**src/rtl/arb_pkg.sv**
```systemverilog
package arb_pkg;
  localparam logic [1:0] TR_IDLE = 2'd0;
  localparam logic [1:0] TR_BUSY = 2'd1;
  localparam logic [1:0] TR_NSEQ = 2'd2;
  localparam logic [1:0] TR_SEQ  = 2'd3;

  localparam logic [1:0] RSP_OKAY  = 2'd0;
  localparam logic [1:0] RSP_ERROR = 2'd1;
  localparam logic [1:0] RSP_RETRY = 2'd2;
  localparam logic [1:0] RSP_SPLIT = 2'd3;

  // beats in a fixed-length burst, zero for single or open-ended kinds
  function automatic logic [4:0] burst_len(input logic [2:0] kind);
    case (kind)
      3'd2, 3'd3: burst_len = 5'd4;
      3'd4, 3'd5: burst_len = 5'd8;
      3'd6, 3'd7: burst_len = 5'd16;
      default:    burst_len = 5'd0;
    endcase
  endfunction
endpackage

```
**src/rtl/beat_tracker.sv**
```systemverilog
module beat_tracker
  import arb_pkg::*;
#(
  parameter int CW = 4
) (
  input  logic       clk,
  input  logic       rst,
  input  logic       ready_in,
  input  logic [1:0] xfer_type,
  input  logic [2:0] burst_kind,
  input  logic [1:0] resp_in,
  input  logic       same_owner,
  output logic       hold
);
  logic [CW-1:0] left_q, left_nx;
  logic [4:0]    len;

  always_comb begin
    len     = burst_len(burst_kind);
    left_nx = left_q;
    if (ready_in) begin
      if (xfer_type == TR_NSEQ)
        left_nx = (len != 5'd0 && same_owner) ? CW'(len - 5'd1) : '0;
      else if (xfer_type == TR_SEQ && left_q != '0)
        left_nx = left_q - CW'(1);
      else if (xfer_type == TR_IDLE)
        left_nx = '0;
    end
    if (resp_in != RSP_OKAY) left_nx = '0;
  end

  assign hold = (left_nx > CW'(1));

  always_ff @(posedge clk) begin
    if (rst) left_q <= '0;
    else     left_q <= left_nx;
  end
endmodule

```
**src/rtl/prio_pick.sv**
```systemverilog
module prio_pick #(
  parameter int N  = 4,
  parameter int IW = 2
) (
  input  logic [N-1:0]  cand,
  output logic          found,
  output logic [IW-1:0] idx
);
  always_comb begin
    found = 1'b0;
    idx   = '0;
    for (int i = N - 1; i >= 0; i--) begin
      if (cand[i]) begin
        found = 1'b1;
        idx   = IW'(i);
      end
    end
  end
endmodule

```
**src/rtl/bus_arbiter.sv**
```systemverilog
module bus_arbiter
  import arb_pkg::*;
#(
  parameter int NUM_SLOTS    = 4,
  parameter int DEFAULT_SLOT = 3,
  parameter int MAX_BEATS    = 16
) (
  input  logic                         clk,
  input  logic                         rst,
  input  logic [NUM_SLOTS-1:0]         bus_req,
  input  logic [NUM_SLOTS-1:0]         bus_lock,
  input  logic [1:0]                   xfer_type,
  input  logic [2:0]                   burst_kind,
  input  logic                         ready_in,
  input  logic [1:0]                   resp_in,
  output logic [NUM_SLOTS-1:0]         grant_out,
  output logic [$clog2(NUM_SLOTS)-1:0] owner_id,
  output logic                         owner_locked
);
  localparam int IW = $clog2(NUM_SLOTS);
  localparam int CW = $clog2(MAX_BEATS);
  localparam logic [NUM_SLOTS-1:0] ONE  = NUM_SLOTS'(1);
  localparam logic [NUM_SLOTS-1:0] REAL = ~ONE;
  localparam logic [IW-1:0] DEF = IW'(DEFAULT_SLOT);

  logic [IW-1:0]        gidx_q, own_q, downer_q, nxt, pick;
  logic [NUM_SLOTS-1:0] grant_q, split_q, split_nx, cand;
  logic                 olock_q, dlock_q, found, burst_hold, lock_hold, same_owner;

  assign same_owner = (gidx_q == own_q);
  assign lock_hold  = (own_q != '0) && bus_lock[own_q];
  assign cand       = bus_req & REAL & ~split_q;
  assign split_nx   = (split_q & bus_req) |
                      ((resp_in == RSP_SPLIT) ? (ONE << downer_q) : '0);

  beat_tracker #(.CW(CW)) u_beats (
    .clk(clk), .rst(rst), .ready_in(ready_in), .xfer_type(xfer_type),
    .burst_kind(burst_kind), .resp_in(resp_in), .same_owner(same_owner),
    .hold(burst_hold)
  );

  prio_pick #(.N(NUM_SLOTS), .IW(IW)) u_pick (
    .cand(cand), .found(found), .idx(pick)
  );

  always_comb begin
    if (dlock_q && resp_in == RSP_SPLIT)      nxt = '0;
    else if (dlock_q && resp_in == RSP_RETRY) nxt = downer_q;
    else if (burst_hold || lock_hold)         nxt = own_q;
    else if (found)                           nxt = pick;
    else if (!split_q[DEF])                   nxt = DEF;
    else                                      nxt = '0;
  end

  always_ff @(posedge clk) begin
    if (rst) begin
      gidx_q   <= DEF;
      grant_q  <= ONE << DEF;
      own_q    <= DEF;
      downer_q <= DEF;
      olock_q  <= 1'b0;
      dlock_q  <= 1'b0;
      split_q  <= '0;
    end else begin
      gidx_q  <= nxt;
      grant_q <= ONE << nxt;
      split_q <= split_nx;
      if (ready_in) begin
        own_q    <= gidx_q;
        olock_q  <= (gidx_q != '0) && bus_lock[gidx_q];
        dlock_q  <= olock_q;
        downer_q <= own_q;
      end
    end
  end

  assign grant_out    = grant_q;
  assign owner_id     = own_q;
  assign owner_locked = olock_q;
endmodule

```
**config.mk**
```make
export PLATFORM = sky130hd
export DESIGN_NAME = bus_arbiter
export DESIGN_NICKNAME = d
export VERILOG_FILES = /design/src/rtl/arb_pkg.sv /design/src/rtl/beat_tracker.sv /design/src/rtl/prio_pick.sv /design/src/rtl/bus_arbiter.sv
export SDC_FILE = /design/constraint.sdc
export NUM_CORES = 1
export LEC_CHECK = 0
export BUFFER_PORTS_ARGS = -buffer_cell sky130_fd_sc_hd__buf_4
export CORE_MARGIN = 1
export CORE_UTILIZATION = 41
export DETAILED_ROUTE_END_ITERATION = 10
export SLEW_MARGIN = 20
export SYNTH_ARGS = -nofsm -noshare
export SYNTH_HDL_FRONTEND = slang
export SYNTH_SLANG_ARGS = --single-unit
```
**constraint.sdc**
```tcl
create_clock -name clk -period 3.8 [get_ports clk]
set_input_delay 0.38 -clock clk [delete_from_list [all_inputs] [get_ports clk]]
set_output_delay 0.38 -clock clk [all_outputs]
set_load 0.05 [all_outputs]
```
# --- Word-level counts from Yosys, hierarchy flattened ---
# Index checks and enable logic that the tools add are counted.
totals:
  reg_bits: 20
  in_bits: 18
  out_inout_bits: 7
op_classes:
  n_addsub: 2
  magnitude_cmp: 3
  eq_ne: 11
  shift: 2
  mux: 25
  bitwise_logic: 4
  n_reduce_logical: 16
ops:
  columns: ["operator", "count"]
  rows:
  - ["$mux W4", 7]
  - ["$mux W2", 9]
  - ["$pmux W5 S3", 1]
  - ["$eq A3 B3 Y1 const B", 4]
  - ["$and A4 B4 Y4", 2]
  - ["$eq A2 B2 Y1 const B", 4]
  - ["$shl A1 B2 Y4 const A", 2]
  - ["$sub A4 B1 Y4 const B", 2]
  - ["$eq A3 B2 Y1 const B", 2]
  - ["$logic_and A1 B1 Y1", 6]
  - ["$lt A2 B3 Y1 const B", 2]
  - ["$mux W1", 6]
  - ["$reduce_bool A2 Y1", 3]
  - ["$reduce_or A2 Y1", 3]
  - ["$reduce_bool A5 Y1", 1]
  - ["$bmux W1 S2", 2]
  - ["$gt A4 B1 Y1 const B", 1]
  - ["$not A4 Y4", 1]
  - ["$or A4 B4 Y4", 1]
  - ["$reduce_bool A4 Y1", 1]
  - ["$eq A2 B2 Y1", 1]
  - ["$logic_not A2 Y1", 1]
  - ["$logic_or A1 B1 Y1", 1]

# --- Logic depth before layout (Yosys ltp) ---
# Gate-level depths: netlist of the first run.
depth:
  depth_word: 15
  depth_mapped: 9

# --- Hierarchy ---
# From an unflattened synthesis of the first run, not the netlist that was laid out.
hier_totals:
  cells_unflattened: 118
  hier_area_um2: 1059.8
modules_own_cells:
  columns: ["mod", "n_inst", "cells_each", "area_each_um2"]
  rows:
  - ["bus_arbiter", 1, 70, 681.9]
  - ["beat_tracker", 1, 41, 342.8]
  - ["prio_pick", 1, 7, 35.0]

# --- Least setup slack after synthesis of the first run ---
# No wires, ideal clock.
synth_path:
  kind: "register to register"
  from: "reg own_q[1] (netlist: owner_id[1])"
  to: "reg grant_q[0] (netlist: grant_out[0])"
  setup_time_ps: 115
  arrival_ps: 2250
  required_ps: 3685
  path_slack_ps: 1435
  path_stages_with_launch: 8
  n_path_buf: 0
  path_cell_list: "dfxtp_1 > xor2_1 > nor4_1 > a311oi_2 > nor2_2 > o41a_1 > a22o_1 > and2_1"
synth_between:
  elab_chain_cells: 12
  word_cells_on_any_way: 16
synth_rtl:
  columns: ["item", "line_no", "text"]
  rows:
  - ["start, declared", "bus_arbiter.sv:26", "logic [IW-1:0] gidx_q, own_q, downer_q, nxt, pick;"]
  - ["start signal, assigned", "bus_arbiter.sv:69", "own_q <= gidx_q;"]
  - ["$eq A2 B2 Y1", "bus_arbiter.sv:30", "assign same_owner = (gidx_q == own_q);"]
  - ["$logic_and A1 B1 Y1", "beat_tracker.sv:23", "left_nx = (len != 5'd0 && same_owner) ? CW'(len - 5'd1) : '0;"]
  - ["$mux W4", "beat_tracker.sv:23", null]
  - ["$mux W4", "beat_tracker.sv:22", "if (xfer_type == TR_NSEQ)"]
  - ["$mux W4", "beat_tracker.sv:21", "if (ready_in) begin"]
  - ["$mux W4", "beat_tracker.sv:29", "if (resp_in != RSP_OKAY) left_nx = '0;"]
  - ["$gt A4 B1 Y1", "beat_tracker.sv:32", "assign hold = (left_nx > CW'(1));"]
  - ["$logic_or A1 B1 Y1", "bus_arbiter.sv:49", "else if (burst_hold || lock_hold) nxt = own_q;"]
  - ["$mux W2 (*)", "bus_arbiter.sv:49", null]
  - ["$mux W2 (*)", "bus_arbiter.sv:48", "else if (dlock_q && resp_in == RSP_RETRY) nxt = downer_q;"]
  - ["$mux W2 (*)", "bus_arbiter.sv:47", "if (dlock_q && resp_in == RSP_SPLIT) nxt = '0;"]
  - ["$shl A1 B2 Y4 (*)", "bus_arbiter.sv:66", "grant_q <= ONE << nxt;"]
  - ["end signal, assigned", "bus_arbiter.sv:58", "grant_q <= ONE << DEF;"]
  - ["end signal, assigned", "bus_arbiter.sv:66", null]
  - ["end, declared", "bus_arbiter.sv:27", "logic [NUM_SLOTS-1:0] grant_q, split_q, split_nx, cand;"]
# Every way passes the cells marked *; elsewhere a longest branch is shown, timed or not. The select of a mux whose other input is x is not followed.
# A chain may end at the register's enable or synchronous reset.

# --- Worst setup path in the final report of the first run ---
layout_path:
  from: "reg u_beats.left_q[1]"
  to: "reg grant_q[0] (netlist: grant_out[0])"
layout_between:
  elab_chain_cells: 12
  word_cells_on_any_way: 14
layout_rtl:
  columns: ["item", "line_no", "text"]
  rows:
  - ["start, declared", "beat_tracker.sv:15", "logic [CW-1:0] left_q, left_nx;"]
  - ["start signal, assigned", "beat_tracker.sv:36", "else left_q <= left_nx;"]
  - ["parallel branches: the longest is 4 deep, another holds $sub A4 B1 Y4", null, null]
  - ["$mux W4 (*)", "beat_tracker.sv:21", null]
  - ["$mux W4 (*)", "beat_tracker.sv:29", null]
  - ["$gt A4 B1 Y1 (*)", "beat_tracker.sv:32", null]
  - ["$logic_or A1 B1 Y1 (*)", "bus_arbiter.sv:49", null]
  - ["$mux W2 (*)", "bus_arbiter.sv:49", null]
  - ["$mux W2 (*)", "bus_arbiter.sv:48", null]
  - ["$mux W2 (*)", "bus_arbiter.sv:47", null]
  - ["$shl A1 B2 Y4 (*)", "bus_arbiter.sv:66", null]
# Mark *: on every way between the ends.

==> flow_metrics.py, run 1 <==
metrics = {
    "global_route": {
        "grt_util_all_layers": 0.1804,
        "antenna_found_initial": 0,
        "grt.overflow.total": 0,
        "grt_pass1_vias": 821,
        "grt_max_degree": 18,
        "grt_pass1_wl_mm": 3.608,
    },
    "cells_and_area": {
        "post-route-util": 0.5436,
        "synthToLayoutAreaGrowth_pct": 19.38,
        "nFillCells": 215,
        "final_cell_mix": "buf_4 (21), dfxtp_1 (19), nand2_1 (12), nor2_1 (10), a21oi_1 (9)",
        "instances_no_fill": 175,
        "multi_input_area_um2": 618.1,
        "nNetsFinal": 168,
        "drive_gt1_frac": 0.2041,
        "regArea_um2": 380.4,
        "n_antenna_cell": 0,
        "final_common_cell": "buf_4",
    },
    "sta": {
        "finalWorstSetupSlack_ns": 1.440,
        "max_freq_ghz": 0.4237,
        "max_slew_margin": 0.7029,
        "period_needed_ns": 2.360,
        "fin_tns_setup_ns": 0,
        "hold_ws_ns": 0.3202,
        "rsz0062_at_grt": "no",
        "hold_viol_final": 0,
        "drv_slew": 0,
        "worst_pin_slew_ns": 0.4394,
        "setup_viol": 0,
        "finClkSkew_ns": 0.001212,
        "period_share": 0.6211,
    },
    "pwr": {
        "p_sw_uw": 135.0,
        "combPwrFrac": 0.252,
        "p_seq_frac": 0.513,
        "irDropWorstVdd_uv": 195.5,
        "internal_power_uw": 292.9,
        "p_clk_frac": 0.235,
        "powerDensity_nw_per_um2": 342.7,
        "p_leak_nw": 0.5226,
        "switching_share": 0.3155,
    },
    "clock_tree": {
        "clkTransAtPathRegs_ns": 0.11,
        "cts_made_buffers": 3,
        "clock_path_buffers": 2,
        "cts_resized": 0,
        "insertion_delay_ns": 0.29,
        "ctsHoldBuffers": 0,
        "root_buffer": "clkbuf_4",
        "tritoncts": "built",
        "cts_setup_buffers": 0,
        "clock-sinks": 19,
        "htree_levels": 1,
    },
    "setup_path": {
        "cp_data_required_time_ns": 4.00,
        "path_class": "reg -> reg",
        "worstSetupEndpointType": "flip-flop",
        "critical_path.startpoint_type": "flip-flop",
        "regToRegSetupSlack_ns": 1.44,
        "cp_max_fo": 5,
        "arrival_ns": 2.56,
    },
    "floorplan": {
        "die_w_um": 52.51,
        "row_count": 17,
        "die_h_um": 52.51,
        "start_util": 0.4553,
        "core-area_um2": 2297,
        "die_area_um2": 2757,
        "io_pins": 25,
    },
    "min_path": {
        "worstHoldPathType": "in -> reg",
    },
    "run_status": {
        "status": "completed",
    },
    "place": {
        "placed_cells": 171,
        "portBuffers": 21,
        "dp_hpwl_mm": 1.653,
        "dpl_worst_slack_ns": 1.259,
        "gp_congestion": 0.8232,
    },
    "drt": {
        "wirelength_mm": 2.189,
        "drcViolationCount": 0,
        "post_drt_wl_per_cell_um": 12.51,
        "drtIter0Drc": 13,
        "routed_via_density": 5.451,
        "drt-pass1-iter-count": 4,
        "ant_nets": 0,
        "vias": 954,
    },
    "synth": {
        "syn_avg_cell_area_um2": 8.302,
        "synth_enable_flop_cells": 0,
        "syn_inst": 126,
        "syn_area_um2": 1046,
        "yosysWarnings": 0,
        "syn-num-nets": 146,
        "ys_async_sr_fraction": 0,
        "synth_cell_types": 42,
        "synth-seq-cells": 19,
        "synth_flop_cell": "dfxtp_1",
        "seq_area_frac_synth": 0.3636,
    },
    "run": {
        "maxCapViolations": 0,
    },
}
## layout make-up
| type | instances | share of cell area |
|---|---|---|
| multi-input combinational | 95 | 0.4950 |
| sequential | 19 | 0.3046 |
| timing repair buffer | 21 | 0.1263 |
| tap | 28 | 0.02806 |
| inverter | 8 | 0.02405 |
| clock buffer | 3 | 0.01804 |
| clock inverter | 1 | 0.004008 |
## metal layers
layer / vias up / GRT usage / routed length [µm]
met2: 11 / 0.2785 / 1052
met5: - / 0 / 0
met3: 2 / 0.01739 / 52
met1: 444 / 0.2522 / 1066
met4: 0 / 0.07895 / 17
li1: 497 / - / -
## power groups by stage
stage                     combinational (mW)  clock [mW]  sequential, mW
after floorplan                       0.0520           0           0.245
after global routing                   0.119       0.113           0.221
after detailed placement               0.108           0           0.224
after CTS                              0.109       0.105           0.220
final                                  0.108       0.101           0.219
after global placement                 0.107           0           0.224
## Yosys cell counts (3+ instances only)
cell	n	area, µm²
nand3_1	3	15.01
nand2_1	12	45.04
a21oi_1	9	45.04
o21ai_0	5	25.02
nor2b_1	3	18.77
nor2_1	10	37.54
nor3_1	4	20.02
mux2i_1	6	60.06
inv_1	8	30.03
dfxtp_1	19	380.4
nor4_1	5	31.28
nand2b_1	4	25.02
## worst paths after layout
check	startpoint	to	cells past startpoint
max	u_beats.left_q[1]	grant_out[0]	9
min	bus_req[1]	split_q[1]	3
max reg2reg	u_beats.left_q[1]	grant_out[0]	9
min reg2reg	split_q[2]	split_q[2]	2
## critical path, cell delays in order, from the launching register on
cell      delay [ns]
dfxtp_1         0.35
inv_1           0.08
ha_1            0.21
nor3b_1         0.23
o32ai_1         0.13
a311oi_2        0.29
nor2_2          0.09
o41a_1          0.42
a22o_1          0.30
and2_1          0.18
## kinds of logic after synthesis
| logic type | Yosys count | share of synthesized area |
|---|---|---|
| buf+inv | 12 | 0.04545 |
| compound gates | 29 | 0.1950 |
| mux | 7 | 0.06818 |
| xor+xnor | 2 | 0.01675 |
| flops | 19 | 0.3636 |
| simple gates | 55 | 0.2871 |
| fa+ha+maj | 2 | 0.02392 |
## sequential cells by signal, indices dropped and copies added (netlist names)
| name | cells |
|---|---|
| dlock_q | 1 |
| downer_q | 2 |
| gidx_q | 2 |
| grant_out | 4 |
| owner_id | 2 |
| owner_locked | 1 |
| split_q | 3 |
| u_beats.left_q | 4 |
## through the flow
step | instance area (µm²) | power [mW]
final | 1249 | 0.4279
after detailed placement | 1221 | 0.3324
after CTS | 1249 | 0.4333
after global placement | 1221 | 0.3311
after floorplan | 1046 | 0.2969
after global routing | 1249 | 0.4527
No activity file was read; power rests on OpenSTA's default activity.
==> inputs of run 2 (changes only) <==
--- a/config.mk
+++ b/config.mk
@@ -9,6 +9,7 @@
 export CORE_MARGIN = 1
 export CORE_UTILIZATION = 41
 export DETAILED_ROUTE_END_ITERATION = 10
+export PLACE_DENSITY = 0.66
 export SLEW_MARGIN = 20
 export SYNTH_ARGS = -nofsm -noshare
 export SYNTH_HDL_FRONTEND = slang
==> constraint.sdc (replaced) <==
create_clock -name clk -period 1.9 [get_ports clk]
set_input_delay 0.19 -clock clk [delete_from_list [all_inputs] [get_ports clk]]
set_output_delay 0.19 -clock clk [all_outputs]
set_load 0.05 [all_outputs]
==> run 2 against run 1 <==
Critical endpoint unchanged. Critical path depth stayed put. Sequential cell count stayed put. Cell count is 13% higher. Highest routed layer unchanged. The flow now finishes with violations (negative setup slack). Clock power is 110% higher. First-iteration DRC count is 31% higher. Core utilization is 12 points higher. Final area is 23% higher. Sequential power is 98% higher. Fmax is 9.0% higher. Power is 110% higher. Largest power group unchanged. Via count is 12% higher.
==> flow_metrics.py, run 2 (synthesis gave the netlist of run 1 again) <==
metrics = {
    "floorplan": {
        "die_w_um": 52.51,
        "io_pins": 25,
        "core-area_um2": 2297,
        "die_area_um2": 2757,
        "row_count": 17,
        "start_util": 0.4553,
        "die_h_um": 52.51,
    },
    "cells_and_area": {
        "final_common_cell": "buf_4",
        "instances_no_fill": 197,
        "drive_gt1_frac": 0.4320,
        "post-route-util": 0.6661,
        "final_cell_mix": "buf_4 (43), dfxtp_1 (15), nand2_1 (11), nor2_1 (10), a21oi_1 (8)",
        "synthToLayoutAreaGrowth_pct": 46.29,
        "nNetsFinal": 190,
        "n_antenna_cell": 0,
    },
    "drt": {
        "drtIter0Drc": 17,
        "wirelength_mm": 2.634,
        "post_drt_wl_per_cell_um": 13.37,
        "routed_via_density": 5.431,
        "ant_nets": 0,
        "drt-pass1-iter-count": 4,
        "vias": 1070,
        "drcViolationCount": 0,
    },
    "clock_tree": {
        "clkTransAtPathRegs_ns": 0.11,
        "ctsHoldBuffers": 0,
        "clock_path_buffers": 2,
        "htree_levels": 1,
        "root_buffer": "clkbuf_4",
        "tritoncts": "built",
        "insertion_delay_ns": 0.30,
        "cts_made_buffers": 3,
        "clock-sinks": 19,
    },
    "global_route": {
        "grt.overflow.total": 0,
        "grt_pass1_vias": 966,
        "grt_util_all_layers": 0.2035,
        "antenna_found_initial": 0,
        "grt_max_degree": 13,
        "grt_pass1_wl_mm": 4.043,
    },
    "sta": {
        "max_slew_margin": 0.7252,
        "finalWorstSetupSlack_ns": -0.2654,
        "finClkSkew_ns": 0.002104,
        "hold_viol_final": 0,
        "max_freq_ghz": 0.4618,
        "worst_pin_slew_ns": 0.4114,
        "rsz0062_at_grt": "yes",
        "period_needed_ns": 2.165,
        "hold_ws_ns": 0.1213,
        "drv_slew": 0,
        "setup_viol": 6,
        "period_share": 1.140,
    },
    "place": {
        "dpl_worst_slack_ns": -0.3247,
        "gp_congestion": 0.7985,
        "placed_cells": 191,
        "dp_hpwl_mm": 1.977,
        "portBuffers": 21,
    },
    "setup_path": {
        "crit_slowest_cell": "dfxtp_2",
        "slowest_delay_ns": 0.37,
        "cp_max_fo": 4,
        "arrival_ns": 2.38,
        "critical_path.startpoint_type": "flip-flop",
        "cp_data_required_time_ns": 2.11,
        "path_class": "reg -> reg",
        "crit_chain": "inv_2 -> ha_4 -> nand3b_1 -> o32ai_2 -> a311oi_2 -> nor2_2 -> o31a_2 -> o31a_1 -> and2_1",
        "regToRegSetupSlack_ns": -0.27,
        "worstSetupEndpointType": "flip-flop",
    },
    "min_path": {
        "worstHoldPathType": "in -> reg",
    },
    "run": {
        "maxCapViolations": 0,
    },
    "run_status": {
        "status": "finished, violations left",
        "violations": "negative setup slack",
    },
    "pwr": {
        "powerDensity_nw_per_um2": 598.9,
        "irDropWorstVdd_uv": 447.5,
        "p_leak_nw": 0.6668,
        "power_uw": 916.4,
    },
}
## run 2: changes by cell type in the layout (fill, tap and decap cells not counted), moves of 2 or more
cell / previous run / this run
dfxtp_1: 19 / 15
buf_4: 21 / 43
nor3_2: 0 / 2
inv_1: 8 / 6
inv_2: 0 / 2
dfxtp_4: 0 / 3
xor2_1: 2 / 0
xor2_2: 0 / 2
nor3_1: 4 / 2
## run 2: layout make-up
type | count | area [µm²]
Fill cell | 196 | 767.0
Multi-Input combinational cell | 95 | 721.9
Tap cell | 28 | 35.03
Inverter | 8 | 30.03
Clock inverter | 1 | 5.005
Clock buffer | 3 | 22.52
Timing Repair Buffer | 43 | 322.8
Sequential cell | 19 | 392.9
## run 2: report_power, final
| part | total [mW] | leakage, nW | switching (mW) | internal [mW] |
|---|---|---|---|---|
| Combinational | 0.274 | 0.492 | 0.150 | 0.124 |
| Sequential | 0.434 | 0.157 | 0.0159 | 0.418 |
| Clock | 0.208 | 0.0177 | 0.130 | 0.0786 |
| Total | 0.916 | 0.667 | 0.296 | 0.620 |
## run 2: what timing repair did
item,CTS,global route
cloned,0,0
pin swaps,0,2
resized for setup,3,6
endpoints found under the setup margin,6,6
setup buffers,0,3
## run 2: worst max-delay path: cells and delay by family, from the launching register on
family / cells / cell delay [ns]
AOI/OAI and AO/OA: 4 / 1.03
adders and majority gates: 1 / 0.25
DFF: 1 / 0.37
buffers and inverters: 1 / 0.06
and+or+nand+nor: 3 / 0.36
## run 2: final timing paths
path | startpoint | cells past startpoint | to
setup reg to reg | u_beats.left_q[1] | 9 | grant_out[0]
hold reg to reg | split_q[2] | 2 | split_q[2]
setup / recovery | u_beats.left_q[1] | 9 | grant_out[0]
hold / removal | bus_req[1] | 3 | split_q[1]
## run 2: through the flow
stage	setup TNS, ns	instance area, µm²
2_1_floorplan	-0.1406	1112
3_5_place_dp	-1.488	1438
3_3_place_gp	-1.871	1438
4_1_cts	-0.9011	1471
5_1_grt	-1.552	1530
6_report	-1.035	1530
## run 2: layer usage
| layer | global-route usage | part of all wire | up-vias |
|---|---|---|---|
| li1 | - | - | 544 |
| met1 | 0.2598 | 0.46 | 487 |
| met2 | 0.3376 | 0.48 | 33 |
| met3 | 0.03478 | 0.046 | 6 |
| met4 | 0.07895 | 0.014 | 0 |
| met5 | 0 | 0 | - |
